## src/rtl/dbg_step_pkg.sv

```systemverilog
package dbg_step_pkg;

    typedef enum logic [1:0] {
        EV_NONE   = 2'd0,
        EV_TRACE  = 2'd1,
        EV_BRANCH = 2'd2
    } ev_kind_e;

    typedef enum logic {
        ST_IDLE = 1'b0,
        ST_HOLD = 1'b1
    } req_state_e;

    localparam int unsigned TRACE_BIT  = 27;
    localparam int unsigned BRANCH_BIT = 26;
    localparam int unsigned REG_W      = 32;

    localparam logic [1:0] RA_CTRL = 2'd0;
    localparam logic [1:0] RA_STAT = 2'd1;
    localparam logic [1:0] RA_SPC  = 2'd2;
    localparam logic [1:0] RA_SMSR = 2'd3;

endpackage

```

## src/rtl/dbg_ev_classify.sv

```systemverilog
module dbg_ev_classify
    import dbg_step_pkg::*;
#(
    parameter int unsigned AW         = 32,
    parameter int unsigned INSN_BYTES = 4
) (
    input  logic          de_strap,
    input  logic          msr_de,
    input  logic          msr_be,
    input  logic          ctl_ic,
    input  logic          ctl_bt,
    input  logic          is_br,
    input  logic          taken,
    input  logic          is_sc,
    input  logic          is_trap,
    input  logic [AW-1:0] pc,
    input  logic [AW-1:0] tgt,
    output ev_kind_e      kind,
    output logic          is_dbg,
    output logic [AW-1:0] ret_addr
);
    localparam logic [AW-1:0] STEP = AW'(INSN_BYTES);

    logic de_mode;
    logic ic_en;
    logic bt_en;

    always_comb begin
        de_mode = de_strap & msr_de;
        ic_en   = de_mode & ctl_ic;
        bt_en   = de_mode ? ctl_bt : msr_be;
        is_dbg  = de_mode;

        kind = EV_NONE;
        if (is_br) begin
            // completion stepping outranks branch stepping on a branch
            if (ic_en)
                kind = EV_TRACE;
            else if (bt_en && taken)
                kind = EV_BRANCH;
        end else if (ic_en && !is_sc && !is_trap) begin
            kind = EV_TRACE;
        end

        ret_addr = (is_br && taken) ? tgt : (pc + STEP);
    end

endmodule

```

## src/rtl/dbg_regfile.sv

```systemverilog
module dbg_regfile
    import dbg_step_pkg::*;
#(
    parameter int unsigned AW = 32,
    parameter int unsigned MW = 32
) (
    input  logic             clk,
    input  logic             rst_n,
    input  logic             reg_wr,
    input  logic [1:0]       reg_addr,
    input  logic [REG_W-1:0] reg_wdata,
    output logic [REG_W-1:0] reg_rdata,
    input  logic             set_dbg,
    input  ev_kind_e         set_kind,
    input  logic [AW-1:0]    cap_ret,
    input  logic [MW-1:0]    cap_msr,
    output logic             ctl_ic,
    output logic             ctl_bt
);
    localparam int unsigned NCAUSE = 2;

    logic [REG_W-1:0]  ctrl_q;
    logic [NCAUSE-1:0] stat_q;
    logic [AW-1:0]     spc_q;
    logic [MW-1:0]     smsr_q;
    logic [NCAUSE-1:0] set_vec;

    logic wr_ctrl, wr_stat, wr_spc, wr_smsr;

    always_comb begin
        wr_ctrl = reg_wr && (reg_addr == RA_CTRL);
        wr_stat = reg_wr && (reg_addr == RA_STAT);
        wr_spc  = reg_wr && (reg_addr == RA_SPC);
        wr_smsr = reg_wr && (reg_addr == RA_SMSR);
    end

    always_ff @(posedge clk or negedge rst_n) begin
        if (!rst_n)
            ctrl_q <= '0;
        else if (wr_ctrl)
            ctrl_q <= reg_wdata;
    end

    assign ctl_ic = ctrl_q[TRACE_BIT];
    assign ctl_bt = ctrl_q[BRANCH_BIT];

    // one sticky cause bit per event kind; index 0 is branch, 1 is trace
    for (genvar g = 0; g < NCAUSE; g++) begin : g_cause
        localparam int unsigned POS = (g == 0) ? BRANCH_BIT : TRACE_BIT;
        localparam ev_kind_e    KND = (g == 0) ? EV_BRANCH : EV_TRACE;

        logic clr;
        assign clr        = wr_stat && reg_wdata[POS];
        assign set_vec[g] = set_dbg && (set_kind == KND);

        always_ff @(posedge clk or negedge rst_n) begin
            if (!rst_n)
                stat_q[g] <= 1'b0;
            else
                stat_q[g] <= (stat_q[g] && !clr) || set_vec[g];
        end

        p_sticky_r6: assert property (@(posedge clk) disable iff (!rst_n)
            (stat_q[g] && !clr) |=> stat_q[g]);
    end

    always_ff @(posedge clk or negedge rst_n) begin
        if (!rst_n) begin
            spc_q  <= '0;
            smsr_q <= '0;
        end else if (set_dbg) begin
            spc_q  <= cap_ret;
            smsr_q <= cap_msr;
        end else begin
            if (wr_spc)
                spc_q <= reg_wdata[AW-1:0];
            if (wr_smsr)
                smsr_q <= reg_wdata[MW-1:0];
        end
    end

    always_comb begin
        reg_rdata = '0;
        unique case (reg_addr)
            RA_CTRL: reg_rdata = ctrl_q;
            RA_STAT: begin
                reg_rdata[BRANCH_BIT] = stat_q[0];
                reg_rdata[TRACE_BIT]  = stat_q[1];
            end
            RA_SPC:  reg_rdata[AW-1:0] = spc_q;
            RA_SMSR: reg_rdata[MW-1:0] = smsr_q;
            default: reg_rdata = '0;
        endcase
    end

    p_one_cause_r5: assert property (@(posedge clk) disable iff (!rst_n)
        $onehot0(set_vec));

    p_capture_r7: assert property (@(posedge clk) disable iff (!rst_n)
        set_dbg |=> (spc_q == $past(cap_ret)) && (smsr_q == $past(cap_msr)));

endmodule

```

## src/rtl/dbg_req_fsm.sv

```systemverilog
module dbg_req_fsm
    import dbg_step_pkg::*;
#(
    parameter int unsigned AW = 32,
    parameter int unsigned MW = 32
) (
    input  logic          clk,
    input  logic          rst_n,
    input  logic          ret_vld,
    input  ev_kind_e      kind,
    input  logic          is_dbg,
    input  logic [AW-1:0] ret_addr,
    input  logic [MW-1:0] msr,
    input  logic          ack,
    output logic          fire,
    output logic          req,
    output logic          req_dbg,
    output logic [AW-1:0] req_ret,
    output logic [MW-1:0] req_msr
);
    req_state_e    state_q, state_d;
    logic          dbg_q;
    logic [AW-1:0] ret_q;
    logic [MW-1:0] msr_q;

    always_comb begin
        fire    = 1'b0;
        state_d = state_q;
        unique case (state_q)
            ST_IDLE: begin
                fire = ret_vld && (kind != EV_NONE);
                if (fire)
                    state_d = ST_HOLD;
            end
            ST_HOLD: begin
                if (ack)
                    state_d = ST_IDLE;
            end
            default: state_d = ST_IDLE;
        endcase
    end

    always_ff @(posedge clk or negedge rst_n) begin
        if (!rst_n) begin
            state_q <= ST_IDLE;
            dbg_q   <= 1'b0;
            ret_q   <= '0;
            msr_q   <= '0;
        end else begin
            state_q <= state_d;
            if (fire) begin
                dbg_q <= is_dbg;
                ret_q <= ret_addr;
                msr_q <= msr;
            end
        end
    end

    always_comb begin
        req     = 1'b0;
        req_dbg = 1'b0;
        unique case (state_q)
            ST_IDLE: req = 1'b0;
            ST_HOLD: begin
                req     = 1'b1;
                req_dbg = dbg_q;
            end
            default: req = 1'b0;
        endcase
        req_ret = ret_q;
        req_msr = msr_q;
    end

    p_hold_until_ack_r9: assert property (@(posedge clk) disable iff (!rst_n)
        (req && !ack) |=> (req && $stable(req_ret) && $stable(req_msr)));

    p_rise_from_retire_r9: assert property (@(posedge clk) disable iff (!rst_n)
        $rose(req) |-> $past(ret_vld));

endmodule

```

## src/rtl/dbg_step_ctrl.sv

```systemverilog
module dbg_step_ctrl
    import dbg_step_pkg::*;
#(
    parameter int unsigned AW         = 32,
    parameter int unsigned MW         = 32,
    parameter int unsigned INSN_BYTES = 4
) (
    input  logic             clk,
    input  logic             rst_n,
    input  logic             ret_vld,
    input  logic             ret_is_br,
    input  logic             ret_taken,
    input  logic             ret_is_sc,
    input  logic             ret_is_trap,
    input  logic [AW-1:0]    ret_pc,
    input  logic [AW-1:0]    ret_tgt,
    input  logic [MW-1:0]    msr_val,
    input  logic             msr_de,
    input  logic             msr_be,
    input  logic             de_strap,
    input  logic             reg_wr,
    input  logic [1:0]       reg_addr,
    input  logic [REG_W-1:0] reg_wdata,
    output logic [REG_W-1:0] reg_rdata,
    output logic             evt_req,
    output logic             evt_is_dbg,
    output logic [AW-1:0]    evt_ret,
    output logic [MW-1:0]    evt_msr,
    input  logic             evt_ack
);
    ev_kind_e      kind;
    logic          is_dbg;
    logic [AW-1:0] ret_addr;
    logic          ctl_ic, ctl_bt;
    logic          fire;
    logic          set_dbg;

    dbg_ev_classify #(.AW(AW), .INSN_BYTES(INSN_BYTES)) u_cls (
        .de_strap (de_strap),
        .msr_de   (msr_de),
        .msr_be   (msr_be),
        .ctl_ic   (ctl_ic),
        .ctl_bt   (ctl_bt),
        .is_br    (ret_is_br),
        .taken    (ret_taken),
        .is_sc    (ret_is_sc),
        .is_trap  (ret_is_trap),
        .pc       (ret_pc),
        .tgt      (ret_tgt),
        .kind     (kind),
        .is_dbg   (is_dbg),
        .ret_addr (ret_addr)
    );

    dbg_req_fsm #(.AW(AW), .MW(MW)) u_fsm (
        .clk      (clk),
        .rst_n    (rst_n),
        .ret_vld  (ret_vld),
        .kind     (kind),
        .is_dbg   (is_dbg),
        .ret_addr (ret_addr),
        .msr      (msr_val),
        .ack      (evt_ack),
        .fire     (fire),
        .req      (evt_req),
        .req_dbg  (evt_is_dbg),
        .req_ret  (evt_ret),
        .req_msr  (evt_msr)
    );

    assign set_dbg = fire && is_dbg;

    dbg_regfile #(.AW(AW), .MW(MW)) u_regs (
        .clk       (clk),
        .rst_n     (rst_n),
        .reg_wr    (reg_wr),
        .reg_addr  (reg_addr),
        .reg_wdata (reg_wdata),
        .reg_rdata (reg_rdata),
        .set_dbg   (set_dbg),
        .set_kind  (kind),
        .cap_ret   (ret_addr),
        .cap_msr   (msr_val),
        .ctl_ic    (ctl_ic),
        .ctl_bt    (ctl_bt)
    );

    p_legacy_quiet_r3: assert property (@(posedge clk) disable iff (!rst_n)
        (fire && !is_dbg) |=> (evt_req && !evt_is_dbg));

endmodule

```

## config.mk

```make
export PLATFORM = sky130hd
export DESIGN_NAME = dbg_step_ctrl
export DESIGN_NICKNAME = d
export VERILOG_FILES = /design/src/rtl/dbg_step_pkg.sv /design/src/rtl/dbg_ev_classify.sv /design/src/rtl/dbg_regfile.sv /design/src/rtl/dbg_req_fsm.sv /design/src/rtl/dbg_step_ctrl.sv
export SDC_FILE = /design/constraint.sdc
export NUM_CORES = 1
export LEC_CHECK = 0
export ABC_AREA = 1
export BUFFER_PORTS_ARGS = -buffer_cell sky130_fd_sc_hd__buf_2
export CAP_MARGIN = 20
export CORE_AREA = 2 2 132 134
export CTS_CLUSTER_DIAMETER = 50
export CTS_CLUSTER_SIZE = 24
export DETAILED_ROUTE_END_ITERATION = 10
export DIE_AREA = 0 0 134 136
export PLACE_DENSITY = 0.8
export SLEW_MARGIN = 15
export SYNTH_ARGS = -nofsm -noshare
export SYNTH_HDL_FRONTEND = slang
export SYNTH_SLANG_ARGS = --single-unit
```

## constraint.sdc

```tcl
create_clock -name clk -period 1.7 [get_ports clk]
set_input_delay 0.34 -clock clk [delete_from_list [all_inputs] [get_ports clk]]
set_output_delay 0.34 -clock clk [all_outputs]
set_load 0.03 [all_outputs]
```

# Word-level counts from Yosys, hierarchy flattened
# Index checks and enable logic that the tools add are counted.
# classes
eq_ne	5
reduce_logical	26
bitwise	3
n_mux	19
add_sub_neg	1
# op_table
op	count
$mux W32	5
$pmux W26 S3	1
$add A32 B3 Y32 const B	1
$logic_and A1 B1 Y1	16
$pmux W4 S3	1
$pmux W2 S4	1
$eq A2 B2 Y1 const B	3
$mux W1	6
$mux W2	3
$reduce_bool A2 Y1	3
$eq A2 B1 Y1 const B	2
$logic_not A1 Y1	4
$pmux W1 S2	2
$and A1 B1 Y1	2
$logic_not A2 Y1	1
$logic_or A1 B1 Y1	2
$not A1 Y1	1
# totals
elab_cells	63
reg_bits	164

# Logic depth before layout (Yosys ltp)
# Gate-level depths: netlist (run 1).
# logic_depth
ltp_word	12
mapped_depth	11

# By module
# Synthesis (run 1) repeated with hierarchy kept, for this count alone.
# hier_totals
hier_cells	1289
area_unflattened_um2	9160.0
# by_module_without_submodules
module	cells_each	n_inst	area_each_um2
dbg_regfile	715	1	5205.0
dbg_req_fsm	293	1	2676.3
dbg_ev_classify	279	1	1271.2
dbg_step_ctrl	2	1	7.5

# Least setup slack after synthesis (run 1)
# No wires, ideal clock.
# synth_timing
path_kind	in2out
start	in reg_addr[0]
end	out reg_rdata[0]
t_arrival_ns	1.128
setup_slack_ns	0.232
cell_stages	6
path_buffers	1
path_cell_list	inv_1 > nand2_1 > inv_1 > clkbuf_1 > nand2_1 > nand3_1
# synth_via
elab_chain_cells	2
elab_cells_between_ends	4
classes_between	eq/ne (2); mux (1); reduce/logical (1)
# synth_lines
item	line_no	source
from (decl)	dbg_step_ctrl.sv:22	input logic [1:0] reg_addr,
$eq A2 B2 Y1 / $logic_not A2 Y1 (equally long branches)	dbg_regfile.sv:84	unique case (reg_addr)
$pmux W26 S3 (*)	dbg_regfile.sv:84	
to (decl)	dbg_step_ctrl.sv:24	output logic [REG_W-1:0] reg_rdata,
# Every way passes the cells marked *; elsewhere a longest branch is shown, timed or not.

# Final worst setup path (run 1)
# layout_timing
start	reg u_regs.ctrl_q[27]
end	reg u_regs.spc_q[28]
# layout_via
elab_chain_cells	10
elab_cells_between_ends	12
classes_between	mux (5); bitwise (1); reduce/logical (6)
# layout_lines
item	line_no	source
from (decl)	dbg_regfile.sv:22	logic [REG_W-1:0] ctrl_q;
from (signal assigned)	dbg_regfile.sv:41	ctrl_q <= reg_wdata;
$and A1 B1 Y1 (*)	dbg_ev_classify.sv:30	ic_en = de_mode & ctl_ic;
$logic_and A1 B1 Y1 (2 in series)	dbg_ev_classify.sv:41	end else if (ic_en && !is_sc && !is_trap) begin
$mux W1	dbg_ev_classify.sv:41	
$mux W2 (*)	dbg_ev_classify.sv:35	if (is_br) begin
$reduce_bool A2 Y1 (*)	dbg_req_fsm.sv:31	fire = ret_vld && (kind != EV_NONE);
$logic_and A1 B1 Y1 (*)	dbg_req_fsm.sv:31	
$mux W1 (*)	dbg_req_fsm.sv:29	unique case (state_q)
$logic_and A1 B1 Y1 (*)	dbg_step_ctrl.sv:71	assign set_dbg = fire && is_dbg;
$mux W32 / $reduce_bool A2 Y1 (equally long branches)	--	
to (signal assigned)	dbg_regfile.sv:72	spc_q <= cap_ret;
to (signal assigned)	dbg_regfile.sv:76	spc_q <= reg_wdata[AW-1:0];
to (decl)	dbg_regfile.sv:24	logic [AW-1:0] spc_q;
# Marked as above.
# A chain may end at the register's enable or synchronous reset.

==> run metrics, run 1 <==
status=finished, final reports clean; nets@finish=1,604; WP depth=8; share of layout cells above drive strength 1=0.279; Post-Syn Area=approximately 8800 um^2; Crit Reg-Reg Endpoint=u_regs.spc_q[28]$_DFFE_PN0P_; Max VDD drop=0.807 mV; family with the most delay on the worst path=simple AND/OR/NAND/NOR gates; area delta synth->final=29.3%; Worst-path clk slew=roughly 60 ps; Synth area leaders=dfrtp_1 47%, nand2_1 21%, nand3_1 14%; Hold Path Class=input pin to flip-flop; CTS tree=done; layout filler cell count=roughly 1,400; Sink Count=between 150 and 200; area leader, netlist=dfrtp_1; first-pass GRT wire length=approximately 47 mm; Buf/Inv on CP=2; drt wl/cell=17.8 um; Worst Path Arrival=~2000 ps; IO Count=240; antenna violations before repair=2; sequential cell area fraction in the yosys report=0.468; maximum clock frequency=approximately 0.6 GHz; period utilization=0.979; chip width=between 100 and 150 um; Reg2Reg Setup Slack=~35 ps; post-route clock skew=9.26 ps; initial DRC count=1,130; WHS Path Cells=2; CTS max path bufs=2; drt via density=between 5 and 6; max-slew violation count=0; Final Total Pwr=13,500 uW; die footprint=18,200 um^2; total grt overflow=0; Hold Path End=u_fsm.state_q$_DFF_PN0_; Critical Path Sink Type=flip-flop; final hold viol count=0; Synth top area share=0.468; Post-Syn Instances=about 1,200; root buffer cell=clkbuf_16; Most common cell on crit path=nand2_1; commonest cells in the netlist=485 x nand2_1, 250 x nand3_1, 164 x dfrtp_1, 64 x nor2_1, 61 x inv_1; number of global-route vias before repair=about 8,800; CP peak stage delay=420 ps; EDFF count, synth=0; most common cell in the netlist=nand2_1; Slowest-stage cell, CP=dfrtp_1; Final Routed Wirelength=roughly 30 mm; ys flop type=dfrtp_1; Synth warnings=0; Mapped Nets=around 1,300; row count=48; syn_area_per_cell=about 7.4 um^2; Period minus WS final=1670 ps; Critical Path RT=2060 ps; CP Class=flip-flop to flip-flop; Lkg Pwr=0.00605 uW; Setup Fix Bufs, Post-CTS=0; Setup Viol. Count Final=0; cts bufs inserted=17; Remaining DRCs=0; Reg2Reg Depth=8; nature of the critical path startpoint=flip-flop; Worst-Skew Late Latency=approximately 430 ps; CP max FO=13; Cell Area, Placed=approximately 11,000 um^2; Final GP Congestion=just under 1; MaxCap Viol Count=0; Chip Height=~140 um; htree depth=4; vias=~9,200; worst path cell trace=o21ai_1, nand2_1, nand2_2, nand3_4, inv_4, buf_12, nand3_1, nand2_1; Post-synth ARST share=1.00; post-route cell area=between 10,000 and 15,000 um^2; starting density of the core=0.520; post-DP HPWL=22.4 mm; largest net degree at the start of global routing=46; Post-DRT Antenna Nets=0; post-synthesis cell type count=26; core region area=roughly 17,000 um^2; Slew headroom=0.645; GR Util All Layers=0.338; worst reg2reg path startpoint=u_regs.ctrl_q[27]$_DFFE_PN0P_; Worst Tran Pin Value=527 ps; min-delay src=evt_ack; PortBufs=between 200 and 250; DR pass1 iterations=7; Seq cells post-synth=164; PD cells=about 1200 nW/um^2
==> sequential cells by signal (all words and copies together) (netlist names) <==
register       count
u_fsm.dbg_q        1
u_fsm.req_msr     32
u_regs.ctrl_q     32
u_regs.spc_q      32
u_regs.stat_q      2
u_fsm.req_ret     32
u_fsm.state_q      1
u_regs.smsr_q     32
==> where the power goes <==
group,switching (uW),internal [uW]
Clock,1620,2390
Sequential,547,4840
Combinational,2710,1360
Total,4880,8580
==> layer usage <==
metal	part of all wire	global-route usage	vias up
met3	0.092	0.0925	77
met1	0.41	0.434	4287
li1	-	-	4366
met2	0.46	0.537	483
met5	0	0	-
met4	0.040	0.150	0
==> per-stage QoR <==
step	cells	setup WS, ps	hold WS (ps)	util	setup TNS [ps]
after floorplan	1185	232	44.4	-	0
after global placement	1665	-120	266	0.632	-3340
after detailed placement	1665	-165	267	0.632	-4540
after CTS	1696	23.6	100	0.669	0
after global routing	1697	-4.16	112	0.672	-4.16
final	1698	35.0	102	0.672	0
==> final cells by class <==
class | instances | area (um^2) | share of cell area
Sequential cell | 164 | 4100 | 0.362
Multi-Input combinational cell | 894 | 4070 | 0.359
Timing Repair Buffer | 318 | 2030 | 0.179
Clock buffer | 20 | 457 | 0.0403
Tap cell | 225 | 282 | 0.0248
Inverter | 66 | 250 | 0.0221
Clock inverter | 10 | 148 | 0.0130
Antenna cell | 1 | 2.50 | 0.000221
==> what timing repair did <==
item / CTS / global route
cloned: 0 / 1
endpoints found under the hold margin: 31 / 0
hold buffers: 1 / 0
setup endpoints to repair: 1 / 27
resized for setup: 1 / 16
==> cell usage in the layout (no fill, tap or decap), types with 12 or more instances in the layout <==
| cell | synthesis | final |
|---|---|---|
| nand2_1 | 485 | 485 |
| dfrtp_1 | 164 | 164 |
| o21ai_0 | 15 | 15 |
| nand3_1 | 250 | 248 |
| buf_12 | 0 | 15 |
| or2_2 | 17 | 17 |
| nor2_1 | 64 | 62 |
| mux2_2 | 30 | 30 |
| buf_2 | 16 | 231 |
| buf_4 | 11 | 62 |
| clkbuf_16 | 0 | 18 |
| a31oi_1 | 12 | 12 |
| inv_1 | 61 | 59 |
==> kinds of logic (layout without fill, tap and decap cells) <==
kind of cell             Yosys count  count (layout)  synth area share
other                              0               1                 0
flip-flops                       164             164             0.468
buffers and inverters            127             414            0.0702
AND/OR/NAND/NOR                  827             827             0.399
multiplexers                      30              30            0.0385
adder cells (fa/ha/maj)            1               1           0.00143
AO/OA/AOI/OAI                     36              36            0.0234
==> worst max path at each step <==
stage | startpoint | to
final | u_regs.ctrl_q[27]$_DFFE_PN0P_ | u_regs.spc_q[28]$_DFFE_PN0P_
after global routing | reg_addr[1] | reg_rdata[27]
after CTS | reg_addr[1] | reg_rdata[7]
after detailed placement | ret_is_sc | u_regs.spc_q[2]$_DFFE_PN0P_
after global placement | msr_de | u_fsm.req_ret[26]$_DFFE_PN0P_
after floorplan | reg_addr[0] | reg_rdata[0]
(Power assumes the default switching activity.)
==> run 2, diff against run 1 <==
--- a/config.mk
+++ b/config.mk
@@ -5,15 +5,14 @@
 export SDC_FILE = /design/constraint.sdc
 export NUM_CORES = 1
 export LEC_CHECK = 0
-export ABC_AREA = 1
 export BUFFER_PORTS_ARGS = -buffer_cell sky130_fd_sc_hd__buf_2
 export CAP_MARGIN = 20
-export CORE_AREA = 2 2 132 134
+export CORE_AREA = 2 2 126 128
 export CTS_CLUSTER_DIAMETER = 50
 export CTS_CLUSTER_SIZE = 24
 export DETAILED_ROUTE_END_ITERATION = 10
-export DIE_AREA = 0 0 134 136
-export PLACE_DENSITY = 0.8
+export DIE_AREA = 0 0 128 130
+export PLACE_DENSITY = 0.83
 export SLEW_MARGIN = 15
 export SYNTH_ARGS = -nofsm -noshare
 export SYNTH_HDL_FRONTEND = slang
==> constraint.sdc (replaced) <==
create_clock -name clk -period 2.04 [get_ports clk]
set_input_delay 0.408 -clock clk [delete_from_list [all_inputs] [get_ports clk]]
set_output_delay 0.408 -clock clk [all_outputs]
set_load 0.03 [all_outputs]
==> run 2 against run 1 <==
Compared with the run above: first-iteration DRC count down 59%; cell count down 26%; sequential power down 14%; non-clock buffer count down 20; routed wire length down 24%; largest cell class unchanged; clock-buffer cell count unchanged; clock power down 25%; global-route usage down 5.5 points.
==> run metrics, run 2 <==
status=finished, final reports clean; drt via density=5.71 (+5.2%); Post-synth ARST share=1.00 (unchanged); CP max FO=3 (-10); Sequential Area=4100 um^2 (unchanged); most common cell after layout, fill and taps aside=buf_2; Lkg Pwr=0.00529 uW (-13%); Post-Syn Area=8270 um^2 (-5.8%); Synth top area share=0.497 (+0.0288); routed wl met2=11.6 mm (-17%); EDFF count, synth=0 (unchanged); layout filler cell count=1,172 (-17%); root buffer cell=clkbuf_16; net switching power=4140 uW (-15%); sequential fraction of design power=0.406 (+0.006); setup slack after layout=144 ps (+109 ps); Highest Signal Layer=met4; most common cell in the netlist=dfrtp_1; post-route clock skew=8.59 ps (-0.668 ps); commonest cells after routing, fill and taps aside=238 x buf_2, 164 x dfrtp_1, 107 x nand2_1; PD cells=1060 nW/um^2 (-11%); number of global-route vias before repair=7,178 (-19%); MaxCap Viol Count=0 (unchanged); Synth area leaders=dfrtp_1 50%, mux2_2 13%, mux2i_1 9.7%; drt wl/cell=18.1 um (+1.7%); row count=46 (-4.2%); vias=7,200 (-22%); CP peak stage delay=470 ps (+50 ps); htree depth=4 (unchanged); Critical Path Sink Type=primary output; Hold WS=159 ps (+56.5 ps); core region area=15,400 um^2 (-8.6%); nature of the critical path startpoint=flip-flop; Max VDD drop=0.718 mV (-11%); Setup Viol. Count Final=0 (unchanged); CTS tree=done; period utilization=0.929; cts bufs inserted=17 (unchanged); worst slack, placed=-249 ps (-84.1 ps); die footprint=16,600 um^2 (-8.7%); Worst-Skew Late Latency=420 ps (about the same); setup tns final=0 ps (unchanged); worst path cell trace=mux4_2, buf_2; Sink Count=164 (unchanged); metal3 WL=1.35 mm (-52%); Slowest-stage cell, CP=mux4_2; Worst Path Arrival=1490 ps (-540 ps); DR pass1 iterations=5 (-2); post-DP HPWL=17.3 mm (-23%); # diodes=0 (-1); post-synthesis cell type count=46 (+77%); syn_area_per_cell=10.4 um^2 (+41%); area leader, netlist=dfrtp_1; largest net degree at the start of global routing=48 (+4.3%); Clock power frac=0.266 (-0.032); WHS Path Cells=2 (unchanged); CP Class=flip-flop to primary output; commonest cells in the netlist=164 x dfrtp_1, 107 x nand2_1, 99 x o21ai_0, 95 x mux2_2, 80 x mux2i_1; Reg2Reg Depth=5 (-3); Post-Syn Instances=791 (-33%); chip width=128 um (-4.5%); total grt overflow=0 (unchanged); Chip Height=130 um (-4.4%); Metal-1 WL=9.16 mm (-26%); Synth warnings=0 (unchanged); ys flop type=dfrtp_1; first-pass GRT wire length=36.3 mm (-23%); sequential cell area fraction in the yosys report=0.497 (+0.0288); Seq cells post-synth=164 (unchanged); maximum clock frequency=approximately 0.53 GHz; Util after Layout=0.698 (+0.0253); Multi-input gate area=4030 um^2 (-0.98%); GR Util All Layers=0.283 (-0.0550); Slew headroom=0.677 (+0.0324); Worst-path clk slew=70 ps (about the same); Internal=7220 uW (-16%); final hold viol count=0 (unchanged); switching share of power=0.365 (+0.00182); Final Routed Wirelength=22.9 mm (-24%); area delta synth->final=30.2%; nets@finish=1,200 (-25%); share of layout cells above drive strength 1=0.421 (+0.143); CTS max path bufs=2 (unchanged); Worst Tran Pin Value=471 ps (-56.4 ps); initial DRC count=463 (-59%); PortBufs=239 (unchanged); starting density of the core=0.536 (+0.0159); Critical Path RT=1630 ps (-430 ps); Comb pwr share=0.328 (+0.026); unrepaired setup endpoints after global routing=no; Post-DRT Antenna Nets=0 (unchanged); Final GP Congestion=0.932 (-3.6%); Hold Path Class=input pin to flip-flop; IO Count=240 (unchanged); antenna violations before repair=0 (-2); Remaining DRCs=0 (unchanged); Mapped Nets=934 (-30%); max-slew violation count=0 (unchanged); Period minus WS final=1900 ps
-- run 2: critical path, delay by kind of cell (launching register included) --
kind                   cells  cell delay (ps)
muxes                      1              470
DFF                        1              400
buffers and inverters      1              190
-- run 2: final cells by class --
cell class,instances,area share
tap,192,0.0223
sequential,164,0.381
clock buffer,20,0.0415
multi-input combinational,571,0.375
timing repair buffer,298,0.168
inverter,5,0.00174
clock inverter,12,0.0101
-- run 2: stage by stage --
stage,instances,power (uW),instance area [um^2]
floorplan,791,7000,8330
global placement,1229,8260,10200
detailed placement,1229,8390,10200
CTS,1262,11400,10800
global route,1262,11900,10800
finish,1262,11400,10800
-- run 2: power by group through the flow --
| stage | clock, uW | sequential [uW] | combinational, uW |
|---|---|---|---|
| floorplan | 0 | 5460 | 1540 |
| global placement | 0 | 4620 | 3640 |
| detailed placement | 0 | 4660 | 3730 |
| CTS | 3060 | 4610 | 3750 |
| global route | 3210 | 4710 | 4020 |
| finish | 3020 | 4620 | 3730 |
-- run 2: routing by layer --
metal	global-route usage	vias to the layer above
met1	0.354	3499
met3	0.0500	65
met5	0	-
li1	-	3342
met2	0.485	294
met4	0.123	0
-- run 2: worst paths after layout --
| path | from | to | slack, ps |
|---|---|---|---|
| worst max register to register | u_regs.ctrl_q[26]$_DFFE_PN0P_ | u_fsm.req_msr[11]$_DFFE_PN0P_ | 240 |
| worst min register to register | u_fsm.req_ret[29]$_DFFE_PN0P_ | u_fsm.req_ret[29]$_DFFE_PN0P_ | 470 |
| max in group asynchronous | rst_n | u_fsm.req_msr[9]$_DFFE_PN0P_ | 850 |
| worst min-delay path | evt_ack | u_fsm.state_q$_DFF_PN0_ | 160 |
| min in group asynchronous | rst_n | u_fsm.req_msr[22]$_DFFE_PN0P_ | 500 |
| worst max-delay path | u_regs.ctrl_q[26]$_DFFE_PN0P_ | reg_rdata[26] | 140 |
-- run 2: cell families after synthesis --
family,share of synthesized area
simple gates,0.117
buf+inv,0.0263
flops,0.497
xor+xnor,0.0159
fa+ha+maj,0.00151
mux,0.232
compound gates,0.111
-- run 2: timing repair --
| item | 4_1_cts | 5_1_grt |
|---|---|---|
| buffers inserted | 0 | 0 |
| endpoints found under the hold margin | 41 | 0 |
| resized for setup | 0 | 0 |
| hold buffers | 1 | 0 |
| endpoints found under the setup margin | 0 | 0 |
